**src/rtl/seq_mult_pkg.sv**
```systemverilog
package seq_mult_pkg;
  typedef enum logic [1:0] {
    STEP_HOLD = 2'd0,
    STEP_ADD  = 2'd1,
    STEP_SUB  = 2'd2
  } step_op_e;
endpackage

```
**src/rtl/seq_mult_step.sv**
```systemverilog
module seq_mult_step
  import seq_mult_pkg::*;
#(
  parameter int WIDTH = 32
) (
  input  logic [2*WIDTH-1:0] prod_cur,
  input  logic [WIDTH-1:0]   mcand,
  input  logic               signed_mode,
  input  logic               prev_bit,
  output step_op_e           op,
  output logic [2*WIDTH-1:0] prod_next
);
  localparam int EXT_W = WIDTH + 1;

  logic [WIDTH-1:0] upper;
  logic [EXT_W-1:0] upper_ext;
  logic [EXT_W-1:0] mcand_ext;
  logic [EXT_W-1:0] sum;
  logic             lsb;

  assign upper     = prod_cur[2*WIDTH-1:WIDTH];
  assign lsb       = prod_cur[0];
  // Signed mode widens by sign so the top bit of sum is the true sign.
  // Unsigned mode widens by zero so the top bit of sum is the carry.
  assign upper_ext = {signed_mode & upper[WIDTH-1], upper};
  assign mcand_ext = {signed_mode & mcand[WIDTH-1], mcand};

  always_comb begin
    op = STEP_HOLD;
    if (!signed_mode) begin
      if (lsb) op = STEP_ADD;
    end else begin
      unique case ({lsb, prev_bit})
        2'b10:   op = STEP_SUB;
        2'b01:   op = STEP_ADD;
        default: op = STEP_HOLD;
      endcase
    end
  end

  always_comb begin
    unique case (op)
      STEP_ADD: sum = upper_ext + mcand_ext;
      STEP_SUB: sum = upper_ext - mcand_ext;
      default:  sum = upper_ext;
    endcase
  end

  assign prod_next = {sum, prod_cur[WIDTH-1:1]};
endmodule

```
**src/rtl/seq_mult_ctrl.sv**
```systemverilog
module seq_mult_ctrl #(
  parameter int WIDTH = 32
) (
  input  logic clk,
  input  logic rst,
  input  logic start,
  output logic busy,
  output logic accept,
  output logic last_step
);
  localparam int CNT_W = $clog2(WIDTH + 1);
  localparam logic [CNT_W-1:0] LAST = CNT_W'(WIDTH - 1);

  logic [CNT_W-1:0] cnt;

  assign accept    = start & ~busy;
  assign last_step = busy & (cnt == LAST);

  always_ff @(posedge clk) begin
    if (rst) begin
      busy <= 1'b0;
      cnt  <= '0;
    end else if (accept) begin
      busy <= 1'b1;
      cnt  <= '0;
    end else if (busy) begin
      cnt <= cnt + 1'b1;
      if (last_step) busy <= 1'b0;
    end
  end

  AST_CNT_RANGE: assert property (@(posedge clk) disable iff (rst)
    busy |-> (cnt <= LAST)) else $error("count out of range");
  AST_START_RAISES_BUSY: assert property (@(posedge clk) disable iff (rst)
    accept |=> busy) else $error("busy not raised");
  AST_BUSY_ENDS_AT_LAST: assert property (@(posedge clk) disable iff (rst)
    last_step |=> !busy) else $error("busy did not end");
endmodule

```
**src/rtl/seq_mult.sv**
```systemverilog
module seq_mult
  import seq_mult_pkg::*;
#(
  parameter int WIDTH = 32
) (
  input  logic             clk,
  input  logic             rst,
  input  logic             start,
  input  logic             signed_mode,
  input  logic [WIDTH-1:0] op_a,
  input  logic [WIDTH-1:0] op_b,
  output logic             busy,
  output logic             done,
  output logic [WIDTH-1:0] hi,
  output logic [WIDTH-1:0] lo
);
  localparam int PROD_W = 2 * WIDTH;

  logic              accept;
  logic              last_step;
  logic [PROD_W-1:0] prod_q;
  logic [PROD_W-1:0] prod_next;
  logic [WIDTH-1:0]  mcand_q;
  logic              mode_q;
  logic              prev_q;
  step_op_e          op;

  seq_mult_ctrl #(.WIDTH(WIDTH)) u_ctrl (
    .clk       (clk),
    .rst       (rst),
    .start     (start),
    .busy      (busy),
    .accept    (accept),
    .last_step (last_step)
  );

  seq_mult_step #(.WIDTH(WIDTH)) u_step (
    .prod_cur    (prod_q),
    .mcand       (mcand_q),
    .signed_mode (mode_q),
    .prev_bit    (prev_q),
    .op          (op),
    .prod_next   (prod_next)
  );

  always_ff @(posedge clk) begin
    if (rst) begin
      prod_q  <= '0;
      mcand_q <= '0;
      mode_q  <= 1'b0;
      prev_q  <= 1'b0;
    end else if (accept) begin
      prod_q  <= {{WIDTH{1'b0}}, op_b};
      mcand_q <= op_a;
      mode_q  <= signed_mode;
      prev_q  <= 1'b0;
    end else if (busy) begin
      prod_q <= prod_next;
      prev_q <= prod_q[0];
    end
  end

  always_ff @(posedge clk) begin
    if (rst) begin
      done <= 1'b0;
      hi   <= '0;
      lo   <= '0;
    end else begin
      done <= last_step;
      if (last_step) begin
        hi <= prod_next[PROD_W-1:WIDTH];
        lo <= prod_next[WIDTH-1:0];
      end
    end
  end

  AST_DONE_PULSE: assert property (@(posedge clk) disable iff (rst)
    done |=> !done) else $error("done longer than one cycle");
  AST_DONE_AFTER_BUSY: assert property (@(posedge clk) disable iff (rst)
    done |-> !busy || $past(busy)) else $error("done without run");
  AST_RESULT_HOLD: assert property (@(posedge clk) disable iff (rst)
    !done |-> $stable({hi, lo})) else $error("result moved without done");
  AST_OPERANDS_FROZEN: assert property (@(posedge clk) disable iff (rst)
    (busy && $past(busy)) |-> $stable({mcand_q, mode_q})) else $error("operands changed mid-run");
  AST_NO_SUB_UNSIGNED: assert property (@(posedge clk) disable iff (rst)
    (busy && !mode_q) |-> (op != STEP_SUB)) else $error("subtract in unsigned mode");
endmodule

```
**config.mk**
```make
export PLATFORM = sky130hd
export DESIGN_NAME = seq_mult
export DESIGN_NICKNAME = d
export VERILOG_FILES = /design/src/rtl/seq_mult_pkg.sv /design/src/rtl/seq_mult_step.sv /design/src/rtl/seq_mult_ctrl.sv /design/src/rtl/seq_mult.sv
export SDC_FILE = /design/constraint.sdc
export NUM_CORES = 1
export LEC_CHECK = 0
export BUFFER_PORTS_ARGS = -buffer_cell sky130_fd_sc_hd__buf_2
export CORE_UTILIZATION = 55
export DETAILED_ROUTE_END_ITERATION = 16
export GPL_ROUTABILITY_DRIVEN = 0
export HOLD_SLACK_MARGIN = 0.02
export PLACE_DENSITY_LB_ADDON = 0.1
export SLEW_MARGIN = 20
export SYNTH_ARGS = -nofsm -noshare
export SYNTH_HDL_FRONTEND = slang
export SYNTH_SLANG_ARGS = --single-unit
```
**constraint.sdc**
```tcl
create_clock -name clk -period 4.75 [get_ports clk]
set_input_delay 0.95 -clock clk [delete_from_list [all_inputs] [get_ports clk]]
set_output_delay 0.95 -clock clk [all_outputs]
set_load 0.01 [all_outputs]
```
After elaboration in Yosys (flattened, before gate mapping)
Index checks and enable logic that the tools add are counted.
{"block": "totals", "reg_bits": 170, "inputBits": 68, "word_cells": 34}
{"block": "classes", "n_addsub": 3, "n_eq_ne": 5, "mux": 9, "bitwise": 5, "reduce_logical": 2}
{"cell": "$pmux W33 S2", "count": 1}
{"cell": "$mux W32", "count": 2}
{"cell": "$add A33 B33 Y33", "count": 1}
{"cell": "$sub A33 B33 Y33", "count": 1}
{"cell": "$add A6 B1 Y6 const B", "count": 1}
{"cell": "$eq A6 B5 Y1 const B", "count": 1}
{"cell": "$and A1 B1 Y1", "count": 4}
{"cell": "$eq A2 B1 Y1 const B", "count": 2}
{"cell": "$eq A2 B2 Y1 const B", "count": 2}
{"cell": "$mux W1", "count": 4}
{"cell": "$pmux W2 S2", "count": 1}
{"cell": "$mux W2", "count": 1}
{"cell": "$reduce_bool A2 Y1", "count": 1}
{"cell": "$reduce_or A2 Y1", "count": 1}
{"cell": "$not A1 Y1", "count": 1}

Logic depth before layout (Yosys ltp)
{"block": "logic_depth", "word_depth": 7, "ltp_mapped": 20, "mapped_depth_nobuf": 20}

Cells and area by module
From an unflattened synthesis, not the netlist that was laid out.
{"block": "unflattened", "hier_cells": 1084, "hier_area_um2": 9626.7}
{"mod": "seq_mult", "instances": 1, "cells_per_inst": 565, "area_each_um2": 6068.3}
{"mod": "seq_mult_step", "instances": 1, "cells_per_inst": 486, "area_each_um2": 3245.6}
{"mod": "seq_mult_ctrl", "instances": 1, "cells_per_inst": 33, "area_each_um2": 312.8}

Worst setup path before layout
Ideal clock, no wire load.
{"block": "synth_timing", "path_type": "reg-to-reg", "startpoint": "reg mode_q", "endpoint": "reg hi[31]", "setup_time_ns": 0.132, "arrival_time_ns": 3.634, "slack_ns": 0.984, "path_stages_with_launch": 17, "period_less_slack_ns": 3.766, "cell_sequence": "dfxtp_1 nand2_1 mux2_2 ha_1 clkbuf_1 clkbuf_1 mux2i_1 fa_1 a211oi_1 o211ai_1 a211oi_2 o31ai_2 a41oi_1 o21a_1 o211ai_1 a311oi_1 nor3_1"}
{"block": "synth_between", "elab_chain_len": 3, "word_cells_on_any_way": 8, "classes_between": "add/sub: 2; eq/ne: 2; mux: 2; bitwise: 2"}
{"element": "start, declared", "line": "seq_mult.sv:24", "text": "logic mode_q;"}
{"element": "start signal, assigned", "line": "seq_mult.sv:55", "text": "mode_q <= signed_mode;"}
{"element": "$and A1 B1 Y1 (tied with other cells)", "line": "seq_mult_step.sv:25", "text": "assign upper_ext = {signed_mode & upper[WIDTH-1], upper};"}
{"element": "$sub A33 B33 Y33 (tied with other cells)", "line": "seq_mult_step.sv:44", "text": "STEP_SUB: sum = upper_ext - mcand_ext;"}
{"element": "$pmux W33 S2 (*)", "line": "seq_mult_step.sv:42", "text": "unique case (op)"}
{"element": "end signal, assigned", "line": "seq_mult.sv:71", "text": "hi <= prod_next[PROD_W-1:WIDTH];"}
{"element": "end, declared", "line": "seq_mult.sv:14", "text": "output logic [WIDTH-1:0] hi,"}
Mark *: on every way between the ends. The rest lies on a longest branch, timed or not.
A chain may end at the register's enable or synchronous reset.

Worst setup path after layout
{"block": "layout_timing", "startpoint": "reg mode_q", "endpoint": "reg hi[29]"}
{"block": "layout_between", "elab_chain_len": 3, "word_cells_on_any_way": 4, "classes_between": "eq/ne: 2; mux: 2"}
{"element": "$mux W2 (*)", "line": "seq_mult_step.sv:30", "text": "if (!signed_mode) begin"}
{"element": "$eq A2 B2 Y1 or $eq A2 B1 Y1 (tied branches)", "line": "seq_mult_step.sv:42"}
{"element": "$pmux W33 S2 (*)", "line": "seq_mult_step.sv:42"}
Marks and branches as above.

==> impl_results.md <==
- F_max: 232 MHz
- Setup TNS: 0 ns
- Share of cells above drive strength 1: 0.154
- CP Launch Point: mode_q$_SDFFE_PP0P_
- Pleak: 4.19 nW
- Area grow syn2layout: 15.2%
- Fin crit share: 0.908
- Num rows: 45
- Syn. warnings: 0
- Largest net degree at the start of global routing: 102
- Final WL: 20.8 mm
- TritonCTS clock tree: yes
- Routed Antenna Nets: 0
- Setup Skew: approximately 0.009 ns
- Synth Register Bits: 170
- Fillcell total: 1,394
- Total power: 0.00357 W
- Initial Utilization: 0.571
- Post-synthesis sequential area ratio: 0.388
- Setup Fix Bufs, Post-CTS: 0
- Syn Inst Count: 1,114
- Die X: about 130 um
- Outcome: complete, no violations
- MaxCap Viol Count: 0
- Final hold viol count: 0
- Top Ports: 134
- Initial antenna violation count: 0
- RSZ-0062 raised after global routing: no
- Final hold slack: 0.450 ns
- Setup CP Type: register to register
- Drt wl/cell: 14.5 um
- Req. time, crit path: around 5.1 ns
- Fin. max-slew vios: 0
- Hold Startpoint: lo[5]$_SDFFE_PP0P_
- Initial drt markers: 547
- Clock sink count: 170
- GR Overflow Total: 0
- Drt first pass iters: 7
- Power Density: between 300 and 400 mW/mm^2
- Setup violations, final: 0
- Root Buffer: clkbuf_16
- DPL Wire Length: 14.5 mm
- Vias in the first global route: ~7,000
- Worst Hold Class: register to register
- Top FF cell, synth: dfxtp_1
- Die ar.: 0.0165 mm^2
- Ant. Diodes: 0
- CP startpoint kind: register
- Mapped Area: about 0.0088 mm^2
- Num CTS Buffers: 17
- Clock insertion delay at the later pin of the skew report: 0.43 ns
- Reg2Reg Depth: 16
- Yosys cell types: 58
- Most common cell after layout, fill and taps aside: nand2_1
- Core area: 0.0154 mm^2
- Reg clk slew, reported paths: about 0.060 ns
- DR vias: 7,881
- Die Y: 128 um
- WP data arrival: 4.65 ns
- Critical R2R Launch: mode_q$_SDFFE_PP0P_
- Final net count: 1,311
- H-tree depth: 4
- Worst-path fanout max: 18
- First-pass GRT wire length: 34.5 mm
- Clock Path Buffers: 2
- GRT Util Overall: 0.262
- Drc violations: 0
- CP endpoint kind: register
- # hold bufs at CTS: 0
- Port Buffers: 133
- Commonest non-fill, non-tap cells in the layout: nand2_1, nor2_1, dfxtp_1
- Slew HR: 0.399
- Vias per cell: 5.51
- Number of flops mapped to enable cells by yosys: 0
- Post-synthesis net count: 1,218
- Slew @ Worst Pin: 0.901 ns
- Post-synthesis async set-or-reset flop share: 0
- CTS resizes: 0
- Mean post-synth cell area: ~7.9 um^2
- Hold Path Depth: 2
- Fin crit period: 4.31 ns
- Peak supply drop: 255 uV
[per-layer routing]
layer  routed length (um)  global-route usage  vias up
met2                 8820               0.387      206
met3                 1020              0.0442       20
met1                10700               0.390     3592
met4                  252              0.0740        0
met5                    0                   0        -
li1                     -                   -     4063
[critical path: stages (launching register included)]
cell and delay (ns):
dfxtp_1 0.42, nand2_1 0.07, mux2_2 0.26, ha_1 0.33, buf_4 0.26, nor2_1 0.16, xnor2_1 0.16, ha_1 0.32
a211oi_1 0.38, o211ai_1 0.17, a211oi_2 0.37, o31ai_2 0.16, a41oi_1 0.42, o21ai_1 0.17, xor2_1 0.20, mux2i_1 0.12
a211oi_1 0.25
[power breakdown]
group / total (W) / leakage (nW) / switching [W] / internal (W)
logic: 0.000670 / 2.54 / 0.000394 / 0.000276
clock network: 0.00136 / 0.269 / 0.000570 / 0.000790
registers: 0.00154 / 1.38 / 0.0000615 / 0.00148
total: 0.00357 / 4.19 / 0.00103 / 0.00254
[cells in the mapped netlist (6+ instances only)]
library cell,count,share of area
a211oi_1,52,0.044
o21ai_1,14,0.0080
clkbuf_1,65,0.028
xnor2_1,39,0.039
xor2_1,23,0.023
a21oi_1,154,0.088
nor2_1,172,0.074
dfxtp_1,170,0.39
nand2_1,174,0.074
inv_1,10,0.0043
o211ai_1,8,0.0068
a21o_1,17,0.015
nor2b_1,6,0.0043
a311oi_1,7,0.0070
nor4_1,6,0.0043
mux2i_1,41,0.047
ha_1,35,0.050
a31oi_1,8,0.0057
nor3_1,12,0.0068
nand4_1,7,0.0050
o21ai_0,25,0.014
[final cells by class]
cell class	instances	area (um^2)	share of cell area
inverter	11	41.3	0.00408
clock buffer	22	454	0.0449
timing repair buffer	144	751	0.0742
clock inverter	9	116	0.0115
multi-input combinational	863	5080	0.502
sequential	170	3410	0.337
tap	211	264	0.0261
[state kept, by name (all words and copies together) (netlist names)]
signal	flops
hi	32
prod_q	64
prev_q	1
u_ctrl.cnt	6
mode_q	1
u_ctrl.busy	1
mcand_q	32
done	1
lo	32
[kinds of logic (layout without fill, tap and decap cells)]
group	count (synthesis)	after routing	share of synthesized area
and+or+nand+nor	413	413	0.200
AOI/OAI and AO/OA	308	308	0.212
DFF	170	170	0.388
buffers and inverters	81	186	0.0346
xor gates and xnor gates	63	63	0.0637
muxes	43	43	0.0493
adders and majority gates	36	36	0.0522
[stage by stage]
stage                     utilization  instances  setup WS, ns  instance area (um^2)
final                           0.658       1430         0.438                 10100
after global routing            0.658       1430         0.201                 10100
after CTS                       0.658       1430         0.486                 10100
after detailed placement        0.621       1399         0.620                  9540
after global placement          0.621       1399         0.673                  9540
after floorplan                     -       1114         0.984                  8780
[path summary, 6_finish.rpt]
| kind | end | slack [ns] |
|---|---|---|
| worst min-delay path | lo[5]$_SDFFE_PP0P_ | 0.45 |
| worst max-delay path | hi[29]$_SDFFE_PP0P_ | 0.44 |
| worst max register to register | hi[29]$_SDFFE_PP0P_ | 0.44 |
| worst min register to register | lo[5]$_SDFFE_PP0P_ | 0.45 |
Power figures use the tool's default switching activity.
